## src/rtl/aau_pkg.sv

```systemverilog
package aau_pkg;

  typedef enum logic [3:0] {
    OP_NOP       = 4'd0,
    OP_ADD_PAIR  = 4'd1,
    OP_SP_OFS    = 4'd2,
    OP_HL_SP_OFS = 4'd3,
    OP_INC       = 4'd4,
    OP_DEC       = 4'd5,
    OP_PUSH      = 4'd6,
    OP_POP       = 4'd7,
    OP_POP_FLAGS = 4'd8,
    OP_BRANCH    = 4'd9
  } aau_op_e;

  typedef enum logic [1:0] {
    SM_INC  = 2'd0,
    SM_DEC  = 2'd1,
    SM_PUSH = 2'd2,
    SM_POP  = 2'd3
  } aau_stk_e;

  localparam logic [2:0] CC_ALWAYS = 3'd0;
  localparam logic [2:0] CC_NZ     = 3'd1;
  localparam logic [2:0] CC_Z      = 3'd2;
  localparam logic [2:0] CC_NC     = 3'd3;
  localparam logic [2:0] CC_C      = 3'd4;

  localparam int unsigned FZ = 3;
  localparam int unsigned FN = 2;
  localparam int unsigned FH = 1;
  localparam int unsigned FC = 0;

endpackage

```

## src/rtl/aau_add16.sv

```systemverilog
module aau_add16 #(
  parameter int unsigned W        = 16,
  parameter int unsigned DISP_W   = 8,
  parameter int unsigned HALF_BIT = 12
) (
  input  logic [W-1:0]      base,
  input  logic [W-1:0]      pair,
  input  logic [DISP_W-1:0] ofs,
  input  logic              use_ofs,
  output logic [W-1:0]      sum,
  output logic              half_co,
  output logic              full_co
);
  localparam int unsigned EXT_W = W - DISP_W;

  logic [W-1:0]      addend;
  logic [W:0]        full_sum;
  logic [HALF_BIT:0] low_sum;

  always_comb begin
    addend   = use_ofs ? {{EXT_W{ofs[DISP_W-1]}}, ofs} : pair;
    full_sum = {1'b0, base} + {1'b0, addend};
    low_sum  = {1'b0, base[HALF_BIT-1:0]} + {1'b0, addend[HALF_BIT-1:0]};
    sum      = full_sum[W-1:0];
    half_co  = low_sum[HALF_BIT];
    full_co  = full_sum[W];
  end
endmodule

```

## src/rtl/aau_stack.sv

```systemverilog
module aau_stack
  import aau_pkg::*;
#(
  parameter int unsigned W = 16
) (
  input  aau_stk_e     mode,
  input  logic [W-1:0] ptr,
  output logic [W-1:0] next_ptr,
  output logic [W-1:0] addr_first,
  output logic [W-1:0] addr_second
);
  localparam logic [W-1:0] ONE = W'(1);
  localparam logic [W-1:0] TWO = W'(2);

  logic [W-1:0] up1, up2, dn1, dn2;

  always_comb begin
    up1 = ptr + ONE;
    up2 = ptr + TWO;
    dn1 = ptr - ONE;
    dn2 = ptr - TWO;
    next_ptr    = ptr;
    addr_first  = '0;
    addr_second = '0;
    case (mode)
      SM_INC:  next_ptr = up1;
      SM_DEC:  next_ptr = dn1;
      SM_PUSH: begin
        next_ptr    = dn2;
        addr_first  = dn1;
        addr_second = dn2;
      end
      SM_POP: begin
        next_ptr    = up2;
        addr_first  = ptr;
        addr_second = up1;
      end
      default: next_ptr = ptr;
    endcase
  end
endmodule

```

## src/rtl/aau_branch.sv

```systemverilog
module aau_branch
  import aau_pkg::*;
#(
  parameter int unsigned W      = 16,
  parameter int unsigned DISP_W = 8
) (
  input  logic [2:0]        cc,
  input  logic              zf,
  input  logic              cf,
  input  logic [W-1:0]      pc_next,
  input  logic [DISP_W-1:0] disp,
  output logic [W-1:0]      target,
  output logic              cond_ok
);
  localparam int unsigned EXT_W = W - DISP_W;

  logic [W-1:0] jump_to;

  always_comb begin
    case (cc)
      CC_ALWAYS: cond_ok = 1'b1;
      CC_NZ:     cond_ok = !zf;
      CC_Z:      cond_ok = zf;
      CC_NC:     cond_ok = !cf;
      CC_C:      cond_ok = cf;
      default:   cond_ok = 1'b0;
    endcase
    jump_to = pc_next + {{EXT_W{disp[DISP_W-1]}}, disp};
    target  = cond_ok ? jump_to : pc_next;
  end
endmodule

```

## src/rtl/addr_arith_unit.sv

```systemverilog
module addr_arith_unit
  import aau_pkg::*;
#(
  parameter int unsigned ADDR_W      = 16,
  parameter int unsigned DISP_W      = 8,
  parameter int unsigned HALF_BIT    = 12,
  parameter int unsigned SYNC_STAGES = 2
) (
  input  logic              clk,
  input  logic              rst_n,
  input  logic              in_valid,
  input  logic [3:0]        op,
  input  logic [2:0]        cond,
  input  logic [ADDR_W-1:0] opa,
  input  logic [ADDR_W-1:0] opb,
  input  logic [DISP_W-1:0] imm,
  input  logic [3:0]        flags_in,
  output logic              out_valid,
  output logic [ADDR_W-1:0] result,
  output logic [ADDR_W-1:0] mem_addr0,
  output logic [ADDR_W-1:0] mem_addr1,
  output logic [3:0]        flags_out,
  output logic              taken
);
  // reset synchronizer: asynchronous assert, synchronous release
  logic [SYNC_STAGES-1:0] rst_pipe;
  logic                   rst_int_n;

  always_ff @(posedge clk or negedge rst_n) begin
    if (!rst_n) rst_pipe <= '0;
    else        rst_pipe <= {rst_pipe[SYNC_STAGES-2:0], 1'b1};
  end
  assign rst_int_n = rst_pipe[SYNC_STAGES-1];

  aau_op_e op_e;
  assign op_e = aau_op_e'(op);

  // datapath pieces
  logic              use_ofs;
  logic [ADDR_W-1:0] add_sum;
  logic              add_h, add_c;
  aau_stk_e          stk_mode;
  logic [ADDR_W-1:0] stk_next, stk_a0, stk_a1;
  logic [ADDR_W-1:0] br_target;
  logic              br_ok;

  aau_add16 #(.W(ADDR_W), .DISP_W(DISP_W), .HALF_BIT(HALF_BIT)) u_add (
    .base(opa), .pair(opb), .ofs(imm), .use_ofs(use_ofs),
    .sum(add_sum), .half_co(add_h), .full_co(add_c)
  );

  aau_stack #(.W(ADDR_W)) u_stk (
    .mode(stk_mode), .ptr(opa), .next_ptr(stk_next),
    .addr_first(stk_a0), .addr_second(stk_a1)
  );

  aau_branch #(.W(ADDR_W), .DISP_W(DISP_W)) u_br (
    .cc(cond), .zf(flags_in[FZ]), .cf(flags_in[FC]),
    .pc_next(opa), .disp(imm), .target(br_target), .cond_ok(br_ok)
  );

  // next-state selection
  logic [ADDR_W-1:0] res_d, a0_d, a1_d;
  logic [3:0]        fl_d;
  logic              tk_d;

  always_comb begin
    use_ofs  = 1'b0;
    stk_mode = SM_INC;
    res_d    = opa;
    a0_d     = '0;
    a1_d     = '0;
    fl_d     = flags_in;
    tk_d     = 1'b0;
    case (op_e)
      OP_ADD_PAIR: begin
        res_d = add_sum;
        fl_d  = {flags_in[FZ], 1'b0, add_h, add_c};
      end
      OP_SP_OFS, OP_HL_SP_OFS: begin
        use_ofs = 1'b1;
        res_d   = add_sum;
        fl_d    = {1'b0, 1'b0, add_h, add_c};
      end
      OP_INC: begin
        stk_mode = SM_INC;
        res_d    = stk_next;
      end
      OP_DEC: begin
        stk_mode = SM_DEC;
        res_d    = stk_next;
      end
      OP_PUSH: begin
        stk_mode = SM_PUSH;
        res_d    = stk_next;
        a0_d     = stk_a0;
        a1_d     = stk_a1;
      end
      OP_POP, OP_POP_FLAGS: begin
        stk_mode = SM_POP;
        res_d    = stk_next;
        a0_d     = stk_a0;
        a1_d     = stk_a1;
        if (op_e == OP_POP_FLAGS) fl_d = opb[7:4];
      end
      OP_BRANCH: begin
        res_d = br_target;
        tk_d  = br_ok;
      end
      default: begin
        res_d = opa;
      end
    endcase
  end

  // output registers with explicit clock enable
  logic       cap_en;
  logic [3:0] op_q;

  assign cap_en = in_valid;

  always_ff @(posedge clk or negedge rst_int_n) begin
    if (!rst_int_n) begin
      out_valid <= 1'b0;
      result    <= '0;
      mem_addr0 <= '0;
      mem_addr1 <= '0;
      flags_out <= '0;
      taken     <= 1'b0;
      op_q      <= '0;
    end else begin
      out_valid <= in_valid;
      if (cap_en) begin
        result    <= res_d;
        mem_addr0 <= a0_d;
        mem_addr1 <= a1_d;
        flags_out <= fl_d;
        taken     <= tk_d;
        op_q      <= op;
      end
    end
  end

  // assertions guarding the registered outputs
  assert_issue_R2: assert property (@(posedge clk) disable iff (!rst_int_n)
    in_valid |=> out_valid);
  assert_idle_R2: assert property (@(posedge clk) disable iff (!rst_int_n)
    !in_valid |=> !out_valid);
  assert_pair_flags_R3: assert property (@(posedge clk) disable iff (!rst_int_n)
    (in_valid && op == OP_ADD_PAIR) |=> (flags_out[FZ] == $past(flags_in[FZ])) && !flags_out[FN]);
  assert_ofs_flags_R4: assert property (@(posedge clk) disable iff (!rst_int_n)
    (in_valid && (op == OP_SP_OFS || op == OP_HL_SP_OFS)) |=> !flags_out[FZ] && !flags_out[FN]);
  assert_step_flags_R5: assert property (@(posedge clk) disable iff (!rst_int_n)
    (in_valid && (op == OP_INC || op == OP_DEC)) |=> flags_out == $past(flags_in));
  assert_push_addr_R6: assert property (@(posedge clk) disable iff (!rst_int_n)
    (out_valid && op_q == OP_PUSH) |->
      (ADDR_W'(mem_addr0 - mem_addr1) == ADDR_W'(1)) && (result == mem_addr1));
  assert_pop_addr_R7: assert property (@(posedge clk) disable iff (!rst_int_n)
    (out_valid && (op_q == OP_POP || op_q == OP_POP_FLAGS)) |->
      (ADDR_W'(mem_addr1 - mem_addr0) == ADDR_W'(1)) && (ADDR_W'(result - mem_addr1) == ADDR_W'(1)));
  assert_taken_branch_R9: assert property (@(posedge clk) disable iff (!rst_int_n)
    (out_valid && taken) |-> op_q == OP_BRANCH);
  assert_popflags_R7: assert property (@(posedge clk) disable iff (!rst_int_n)
    (in_valid && op == OP_POP_FLAGS) |=> flags_out == $past(opb[7:4]));
endmodule

```

## config.mk

```make
export PLATFORM = sky130hd
export DESIGN_NAME = addr_arith_unit
export DESIGN_NICKNAME = d
export VERILOG_FILES = /design/src/rtl/aau_pkg.sv /design/src/rtl/aau_add16.sv /design/src/rtl/aau_stack.sv /design/src/rtl/aau_branch.sv /design/src/rtl/addr_arith_unit.sv
export SDC_FILE = /design/constraint.sdc
export NUM_CORES = 1
export LEC_CHECK = 0
export BUFFER_PORTS_ARGS = -buffer_cell sky130_fd_sc_hd__clkbuf_2
export CELL_PAD_IN_SITES_DETAIL_PLACEMENT = 2
export CELL_PAD_IN_SITES_GLOBAL_PLACEMENT = 2
export CORE_UTILIZATION = 36
export CTS_CLUSTER_SIZE = 40
export DETAILED_ROUTE_END_ITERATION = 8
export PLACE_DENSITY_LB_ADDON = 0.08
export SETUP_SLACK_MARGIN = 0.15
export SYNTH_ARGS = -nofsm -noshare
export SYNTH_HDL_FRONTEND = slang
export SYNTH_HIERARCHICAL = 1
export SYNTH_SLANG_ARGS = --single-unit
```

## constraint.sdc

```tcl
create_clock -name clk -period 3.4 [get_ports clk]
set_input_delay 0.17 -clock clk [delete_from_list [all_inputs] [get_ports clk]]
set_output_delay 0.17 -clock clk [all_outputs]
set_load 0.01 [all_outputs]
```

==> impl_metrics.ini, run 1 <==
[run_status]
status = finished with violations
violations = design-rule violations

[global_route]
antenna_found_initial = 0
grt_max_degree = 66
grt_pass1_vias = 7987
grt_overflow_total = 0
grt_pass1_wl_um = 45440
track_usage_pct = 29.93

[sta]
rsz0062_at_grt = no
worst_pin_slew_ps = 979.7
slew_viol_final = 0
max_freq_ghz = 0.3268
min_period_over_period_pct = 90.00
maxSlewHeadroom_pct = 32.82
setup_viol = 0
period_minus_slack_ps = 3060
fin_tns_setup_ps = 0
hold_violations = 0
hold_slack_ps = 121.5
finalClockSkew_ps = 3.791

[critical_path]
path_class = primary input to flop
crit_arrival_ps = 3220
crit_required_ps = 3560
start_kind = primary input
cpPeakStageDelay_ps = 360
crit_path_max_fanout = 13
crit_slowest_cell = fa_2
crit_family = compound AO/OA/AOI/OAI gates
path_cells = clkbuf_2, nor2_4, and2_1, buf_12, mux2_2, ha_1, fa_2, a21o_1, a221oi_4, o21ai_2, a31oi_2, xnor2_1, o21a_1, a221oi_2, o22ai_1
path_buf_inv = 2
cp-end-kind = flop

[floorplan]
die_y_um = 139.1
die_area_sq_um = 19350
num_rows = 49
die_x_um = 139.1
ios = 108
coreArea_sq_um = 18210
start_util_pct = 37.16

[synth]
async_flop_share_pct = 100.0
yosysSeqAreaShare_pct = 20.71
syn-cell-area_sq_um = 6766
syn_avg_cell_area_sq_um = 7.444
synth_seq_cells = 56
synth_cells = 909
ys_warn_count = 6
ys.flop_type = dfrtp_1
synth_nets = 1000
ys_types = 83
synth_edf_count = 0

[clock_network]
clkTransAtPathRegs_ps = 80
numCtsBuffers = 5
clockBufferDepth = 2
cts_tree = yes
root_buffer = clkbuf_16
postCtsSetupRepairBufs = 0
worstSkewPairLatency_ps = 300
cts_sinks = 56
cts-htree-levels = 2

[drt]
vias = 7255
finalWirelength_um = 28380
viasPerCell = 5.937
wire_per_inst_um = 23.22
firstDrtPassIters = 7
ant_nets = 0
drc_errors = 5
drtIter0Drc = 366

[final_layout]
nFillCells = 2169
layout_common_cells = nand2_1, clkbuf_2, nor2_1
areaGrowthSynthToFinish_pct = 14.92
final_common_cell = nand2_1
fin_util_pct = 42.71
drive_gt1_share_pct = 21.05
insertedDiodeCount = 0
nets = 1083

[pwr]
leakage_nw = 3.326
ir_drop_mv = 0.2311
power_density_nw_per_um2 = 308.8
finalPower_mw = 2.401

[placed_design]
port_buffers = 107
hpwl_um = 22300
gp_congestion = 0.8824

[hold_path]
min_path_type = primary input to flop

[job]
maxCapViolations = 0
-- stage by stage --
stage	cells	setup slack, ps	cell area [sq um]
after floorplan	909	159.6	6810
after global placement	1213	166.2	7599
after detailed placement	1213	29.24	7599
after CTS	1222	343.3	7776
after global routing	1222	218.0	7776
final	1222	340.1	7776
-- report_power, final --
group	leakage (nW)	switching [mW]	internal (mW)
clock	0.0815	0.268	0.352
sequential	0.731	0.0383	0.707
combinational	2.51	0.648	0.387
total	3.33	0.955	1.45
-- final cells by class --
type / count / area [sq um] / area share, %
clock buffer: 6 / 128.9 / 1.657
inverter: 70 / 262.8 / 3.379
sequential: 56 / 1403 / 18.04
tap: 229 / 286.5 / 3.685
clock inverter: 2 / 38.79 / 0.4988
multi-input combinational: 711 / 4786 / 61.54
timing repair buffer: 148 / 870.8 / 11.20
-- sequential cells by signal (all words and copies together), names as in the netlist --
signal     flops
taken          1
rst_pipe       2
result        16
mem_addr0     16
out_valid      1
mem_addr1     16
flags_out      4
-- repair_timing --
action,in CTS,in global routing
gates resized for setup,0,0
hold buffers,1,0
hold endpoints to repair,2,0
-- cells in the mapped netlist, types with 4 or more instances --
library cell	instances	area, sq um
a211oi_1	5	37.54
a21o_1	12	90.09
a21oi_1	50	250.2
a21oi_2	4	35.03
a221oi_1	9	78.83
a221oi_2	11	165.2
a31oi_1	9	56.30
and2_1	6	37.54
and3_1	11	68.82
buf_1	9	33.78
buf_2	17	85.08
buf_6	5	56.30
clkbuf_1	37	138.9
dfrtp_1	56	1401
ha_1	35	437.9
inv_1	68	255.2
mux2_2	7	78.83
mux2i_1	13	130.1
nand2_1	107	401.6
nand3_1	14	70.07
nand3b_1	8	60.06
nand4_1	10	62.56
nor2_1	80	300.3
nor2b_1	5	31.28
nor3_1	18	90.09
nor4_1	9	56.30
o21a_1	17	127.6
o21ai_0	47	235.2
o21ai_1	9	45.04
o22ai_1	54	337.8
o2bb2ai_1	4	35.03
o31ai_1	5	37.54
or2_2	5	31.28
or3_1	6	37.54
or4_1	7	52.55
xnor2_1	38	332.8
xor2_1	34	297.8
-- kinds of logic after synthesis --
| kind of cell | share of synthesized area (%) |
|---|---|
| AND/OR/NAND/NOR | 22.37 |
| AO/OA/AOI/OAI | 27.46 |
| buffers and inverters | 8.931 |
| XOR/XNOR | 9.320 |
| flip-flops | 20.71 |
| adder cells (fa/ha/maj) | 7.064 |
| multiplexers | 4.086 |
| other | 0.05542 |
-- final timing paths --
kind,cells after the start,slack (ps),start,end
max in group asynchronous,1,2180,rst_pipe[1],result[4]
max reg2reg,1,2180,rst_pipe[1],result[4]
min reg2reg,0,370,rst_pipe[0],rst_pipe[1]
max,15,340,op[2],result[14]
min in group asynchronous,2,170,rst_n,rst_pipe[0]
min,3,120,flags_in[1],flags_out[1]
-- layer usage --
metal | vias up | global-route usage (%) | part of all wire (%)
met3 | 38 | 2.383 | 2.6
li1 | 3395 | - | -
met5 | - | 0 | 0
met1 | 3677 | 35.74 | 42
met2 | 145 | 56.41 | 53
met4 | 0 | 9.415 | 2.5
Note: power is estimated with default switching activity, not from simulation.
==> run 2: changes to the inputs <==
--- a/config.mk
+++ b/config.mk
@@ -5,10 +5,11 @@
 export SDC_FILE = /design/constraint.sdc
 export NUM_CORES = 1
 export LEC_CHECK = 0
+export ABC_AREA = 1
 export BUFFER_PORTS_ARGS = -buffer_cell sky130_fd_sc_hd__clkbuf_2
 export CELL_PAD_IN_SITES_DETAIL_PLACEMENT = 2
 export CELL_PAD_IN_SITES_GLOBAL_PLACEMENT = 2
-export CORE_UTILIZATION = 36
+export CORE_UTILIZATION = 33
 export CTS_CLUSTER_SIZE = 40
 export DETAILED_ROUTE_END_ITERATION = 8
 export PLACE_DENSITY_LB_ADDON = 0.08
==> impl_metrics.ini, run 2 <==
[final_layout]
largestRegisters = mem_addr0 x16, mem_addr1 x16, result x16
areaGrowthSynthToFinish_pct = 12.01
drive_gt1_share_pct = 16.92
insertedDiodeCount = 0
fin_cells = 1587
nets = 1402
layout_common_cells = nand2_1, nand3_1, inv_1
final_common_cell = nand2_1

[synth]
syn_avg_cell_area_sq_um = 5.859
synth_seq_cells = 56
yosys.cell_count.top_type = nand2_1
ys_types = 48
ys_warn_count = 6
synth.cells.most_frequent = nand2_1, nand3_1, inv_1, nor2_1, dfrtp_1
synth_top_cell_area_share_pct = 25.11
yosys.area.top_type = nand2_1
synth_nets = 1318
synth_edf_count = 0
syn-cell-area_sq_um = 7189
ys_top_cells_by_area = nand2_1, dfrtp_1, nand3_1
async_flop_share_pct = 100.0
synth_cells = 1227
ys.flop_type = dfrtp_1
yosysSeqAreaShare_pct = 19.49

[critical_path]
crit_family = simple AND/OR/NAND/NOR gates
crit_slowest_cell = mux2_2
crit_top_cell = nand2_1
critical_path_cell_count = 20
rr_startpoint = rst_pipe[1]
start_kind = primary input
cpPeakStageDelay_ps = 370
crit_required_ps = 3600
path_class = primary input to flop
cp-end-kind = flop
crit_arrival_ps = 2840
r2r-end = result[5]
endpoint = result[9]
crit_path_max_fanout = 16
cp-startpoint = op[3]
r2r_slack_ps = 2160
reg2regPathDepth = 1
path_cells = clkbuf_2, inv_1, nand2_1, nor2_1, buf_4, mux2_2, ha_1, or2_1, nand3b_1, nand2_2, nand2_1, nand2_1, nand2_1, nand2_1, nand2_1, nand2_1, nor2_1, nand2_1, nand2_1, nand2_1
path_buf_inv = 3

[clock_network]
numCtsBuffers = 5
worstSkewPairLatency_ps = 320
cts_sinks = 56
cts_tree = yes
clkTransAtPathRegs_ps = 90
postCtsSetupRepairBufs = 0
clockBufferDepth = 2
cts-htree-levels = 2
root_buffer = clkbuf_16
post_cts_resized = 0
ctsHoldBuffers = 1

[placed_design]
gp_congestion = 0.8555
hpwl_um = 24750
port_buffers = 107
place_inst = 1578

[floorplan]
die_x_um = 149.6
start_util_pct = 33.88
ios = 108
coreArea_sq_um = 21220
die_area_sq_um = 22380
die_y_um = 149.6
num_rows = 53

[global_route]
antenna_found_initial = 0
grt_overflow_total = 0
grt_pass1_vias = 8894
track_usage_pct = 28.26
grt_pass1_wl_um = 48650
grt_max_degree = 62

[drt]
drtIter0Drc = 214
finalWirelength_um = 30820
viasPerCell = 5.204
ant_nets = 0
drc_errors = 0
vias = 8258
wire_per_inst_um = 19.42
firstDrtPassIters = 4

[job]
maxCapViolations = 0

[sta]
rsz0062_at_grt = no
slew_viol_final = 0
maxSlewHeadroom_pct = 38.98
finalClockSkew_ps = 8.601
min_period_over_period_pct = 77.62
setup_viol = 0
period_minus_slack_ps = 2639
hold_violations = 0
max_freq_ghz = 0.3789
worst_pin_slew_ps = 915.3
fin_tns_setup_ps = 0

[pwr]
power_density_nw_per_um2 = 292.6
leakage_nw = 4.562
ir_drop_mv = 0.2143

[hold_path]
worstHoldPathCells = 3
min_path_type = primary input to flop

[run_status]
status = completed
==> run 2: changes by cell type in the layout (fill, tap and decap cells not counted), moves of 31 or more <==
cell / delta
nand3_1: +122
inv_1: +56
xnor2_1: -32
nand2_1: +374
o22ai_1: -47
a21oi_1: -31
==> run 2: through the flow <==
stage | cell area (sq um) | utilization [%] | worst slack (ps) | power (mW) | hold WS, ps
after floorplan | 7189 | - | 935.0 | 1.432 | -125.6
final | 8053 | 37.95 | 760.8 | 2.356 | 63.54
after CTS | 8053 | 37.95 | 772.4 | 2.380 | 66.32
after global placement | 7893 | 37.19 | 635.5 | 1.757 | -43.51
after detailed placement | 7893 | 37.19 | 467.2 | 1.796 | -39.05
after global routing | 8053 | 37.95 | 531.5 | 2.518 | 83.57
==> run 2: power by group <==
group          leakage, nW  internal, mW  switching, mW
logic                 3.76         0.329          0.699
clock network       0.0708         0.280          0.293
registers            0.733         0.709         0.0450
total                 4.56          1.32           1.04
==> run 2: metal layers <==
layer / global-route usage [%] / share of wire [%]
met1: 33.45 / 43
met2: 53.61 / 53
met3: 2.317 / 1.7
met4: 7.908 / 2.4
met5: 0 / 0
==> run 2: cell families after synthesis <==
family          Yosys count  synth area share, %
simple gates            831                51.76
buf+inv                 190                11.54
compound gates           79                6.248
flops                    56                19.49
fa+ha+maj                37                6.648
xor+xnor                 26                3.167
mux                       7                1.096
other cells               1              0.05216
==> run 2: worst min-delay path by stage <==
stage	start	endpoint
finish	flags_in[1]	flags_out[1]
global route	flags_in[1]	flags_out[1]
CTS	flags_in[1]	flags_out[1]
detailed placement	rst_n	rst_pipe[0]
global placement	rst_n	rst_pipe[0]
floorplan	rst_n	rst_pipe[0]
==> run 2: final cells by class <==
type | count | area, sq um
Clock buffer | 5 | 125.1
Sequential cell | 56 | 1403
Inverter | 145 | 546.8
Timing Repair Buffer | 122 | 650.6
Tap cell | 275 | 344.1
Fill cell | 2818 | 13170
Multi-Input combinational cell | 981 | 4959
Clock inverter | 3 | 25.02
==> run 3: changes to the inputs <==
--- a/config.mk
+++ b/config.mk
@@ -5,11 +5,11 @@
 export SDC_FILE = /design/constraint.sdc
 export NUM_CORES = 1
 export LEC_CHECK = 0
-export ABC_AREA = 1
+export ABC_AREA = 0
 export BUFFER_PORTS_ARGS = -buffer_cell sky130_fd_sc_hd__clkbuf_2
 export CELL_PAD_IN_SITES_DETAIL_PLACEMENT = 2
 export CELL_PAD_IN_SITES_GLOBAL_PLACEMENT = 2
-export CORE_UTILIZATION = 33
+export CORE_UTILIZATION = 30
 export CTS_CLUSTER_SIZE = 40
 export DETAILED_ROUTE_END_ITERATION = 8
 export PLACE_DENSITY_LB_ADDON = 0.08
==> constraint.sdc (replaced) <==
create_clock -name clk -period 2.3 [get_ports clk]
set_input_delay 0.115 -clock clk [delete_from_list [all_inputs] [get_ports clk]]
set_output_delay 0.115 -clock clk [all_outputs]
set_load 0.01 [all_outputs]
==> impl_metrics.ini, run 3 (synthesis gave the netlist of run 1 again) <==
[pwr]
p_sw_mw = 1.587
internal_power_mw = 2.337
power_density_nw_per_um2 = 414.0
comb_power_share_pct = 50.1
ir_drop_mv = 0.2489
swShare_pct = 40.44
clkPwrFrac_pct = 21.8
seq_power_share_pct = 28.0
leakage_nw = 4.241

[sta]
finalClockSkew_ps = 11.25
worst_pin_slew_ps = 590.5
setup_ws_ps = -450.6
setup_viol = 15
rsz0062_at_grt = yes
hold_violations = 0
period_minus_slack_ps = 2751
min_period_over_period_pct = 119.6
maxSlewHeadroom_pct = 60.63
slew_viol_final = 0
max_freq_ghz = 0.3636

[critical_path]
cp-end-kind = flop
cpPeakStageDelay_ps = 350
crit_arrival_ps = 2950
path_class = primary input to flop
path_cells = buf_8, nor2_4, and2_4, mux2_4, ha_4, fa_2, a21o_1, a221oi_4, buf_4, o21bai_1, a21oi_1, xnor2_1, o21a_1, a221oi_2, o22ai_1
crit_family = compound AO/OA/AOI/OAI gates
crit_required_ps = 2500
start_kind = primary input
crit_slowest_cell = fa_2
crit_path_max_fanout = 4
path_buf_inv = 2

[global_route]
grt_max_degree = 46
track_usage_pct = 27.01
grt_pass1_wl_um = 49170
antenna_found_initial = 0
grt_pass1_vias = 8846
grt_overflow_total = 0

[clock_network]
numCtsBuffers = 5
cts-htree-levels = 2
cts_sinks = 56
worstSkewPairLatency_ps = 320
root_buffer = clkbuf_16
clkTransAtPathRegs_ps = 90
cts_tree = yes
clockBufferDepth = 2

[final_layout]
fin_util_pct = 43.17
final_common_cell = buf_4
areaGrowthSynthToFinish_pct = 40.09
fin_cells = 1444
drive_gt1_share_pct = 35.65
finalInstanceArea_sq_um = 9479
nets = 1254
largestRegisters = mem_addr0 x16, mem_addr1 x16, result x16
layout_common_cells = buf_4, nand2_1, clkbuf_2
insertedDiodeCount = 0

[drt]
ant_nets = 0
viasPerCell = 5.469
finalWirelength_um = 31800
vias = 7897
wire_per_inst_um = 22.02
firstDrtPassIters = 6
drtIter0Drc = 287
drc_errors = 3

[placed_design]
place_inst = 1418
place_area_sq_um = 8920
port_buffers = 107
gp_congestion = 0.8832
hpwl_um = 24480

[hold_path]
min_path_type = primary input to flop

[run_status]
violations = design-rule violations, negative setup slack
status = finished with violations

[floorplan]
ios = 108
coreArea_sq_um = 21960
die_y_um = 152.2
die_x_um = 152.2
die_area_sq_um = 23160
num_rows = 54
start_util_pct = 30.81

[job]
maxCapViolations = 0
-- run 3: cell types whose count changed in the layout (fill, tap and decap cells not counted), sizes merged, moves of 13 or more --
cell	previous run	this run
nor2	128	81
xor2	20	34
nand3	139	14
nor3	6	19
nand2	507	107
a21oi	19	54
mux2i	0	13
o21a	0	17
a221oi	0	20
xnor2	6	38
nand4	32	10
o22ai	7	55
buf	14	214
inv	145	70
-- run 3: what timing repair did --
action / 4_1_cts / 5_1_grt
buffers inserted: 4 / 13
hold buffers: 1 / 0
endpoints found under the hold margin: 2 / 0
pin swaps: 18 / 17
setup endpoints to repair: 20 / 21
resized for setup: 27 / 29
-- run 3: layer usage --
| layer | global-route usage (%) | share of wire (%) |
|---|---|---|
| met2 | 51.35 | 54 |
| met5 | 0 | 0 |
| met1 | 30.75 | 41 |
| met4 | 10.54 | 2.4 |
| met3 | 2.759 | 2.3 |
-- run 3: power groups by stage --
stage / registers [mW] / logic, mW / clock network [mW]
4_1_cts: 1.10 / 1.86 / 0.885
2_1_floorplan: 1.14 / 0.988 / 0
3_5_place_dp: 1.12 / 1.80 / 0
5_1_grt: 1.11 / 2.12 / 0.916
6_report: 1.10 / 1.97 / 0.856
3_3_place_gp: 1.12 / 1.74 / 0
-- run 3: area by class of cell --
type                       instances  area [sq um]
inverter                          70         265.3
tap                              280         350.3
clock buffer                       5         125.1
clock inverter                     3         27.53
multi-input combinational        711          5069
timing repair buffer             319          2240
sequential                        56          1403
fill                            2567         12480
-- run 3: final timing paths --
| kind | start | to | slack, ps | depth (start not counted) |
|---|---|---|---|---|
| max | op[3] | result[8] | -450 | 15 |
| min | in_valid | out_valid | 50 | 1 |
| max reg2reg | rst_pipe[1] | result[12] | 1440 | 1 |
| min reg2reg | rst_pipe[1] | mem_addr1[1] | 270 | 0 |
| max in group asynchronous | rst_pipe[1] | result[12] | 1440 | 1 |
| min in group asynchronous | rst_n | rst_pipe[0] | 110 | 2 |
-- run 3: per-stage QoR --
stage | power [mW] | hold WS (ps) | TNS, ps | setup WS (ps)
3_5_place_dp | 2.916 | -92.79 | -11300 | -737.5
3_3_place_gp | 2.863 | -98.62 | -9294 | -638.7
6_report | 3.924 | 45.21 | -3796 | -450.6
5_1_grt | 4.149 | 40.53 | -5096 | -569.0
2_1_floorplan | 2.125 | -180.6 | -7331 | -771.3
4_1_cts | 3.842 | 37.68 | -2421 | -289.2
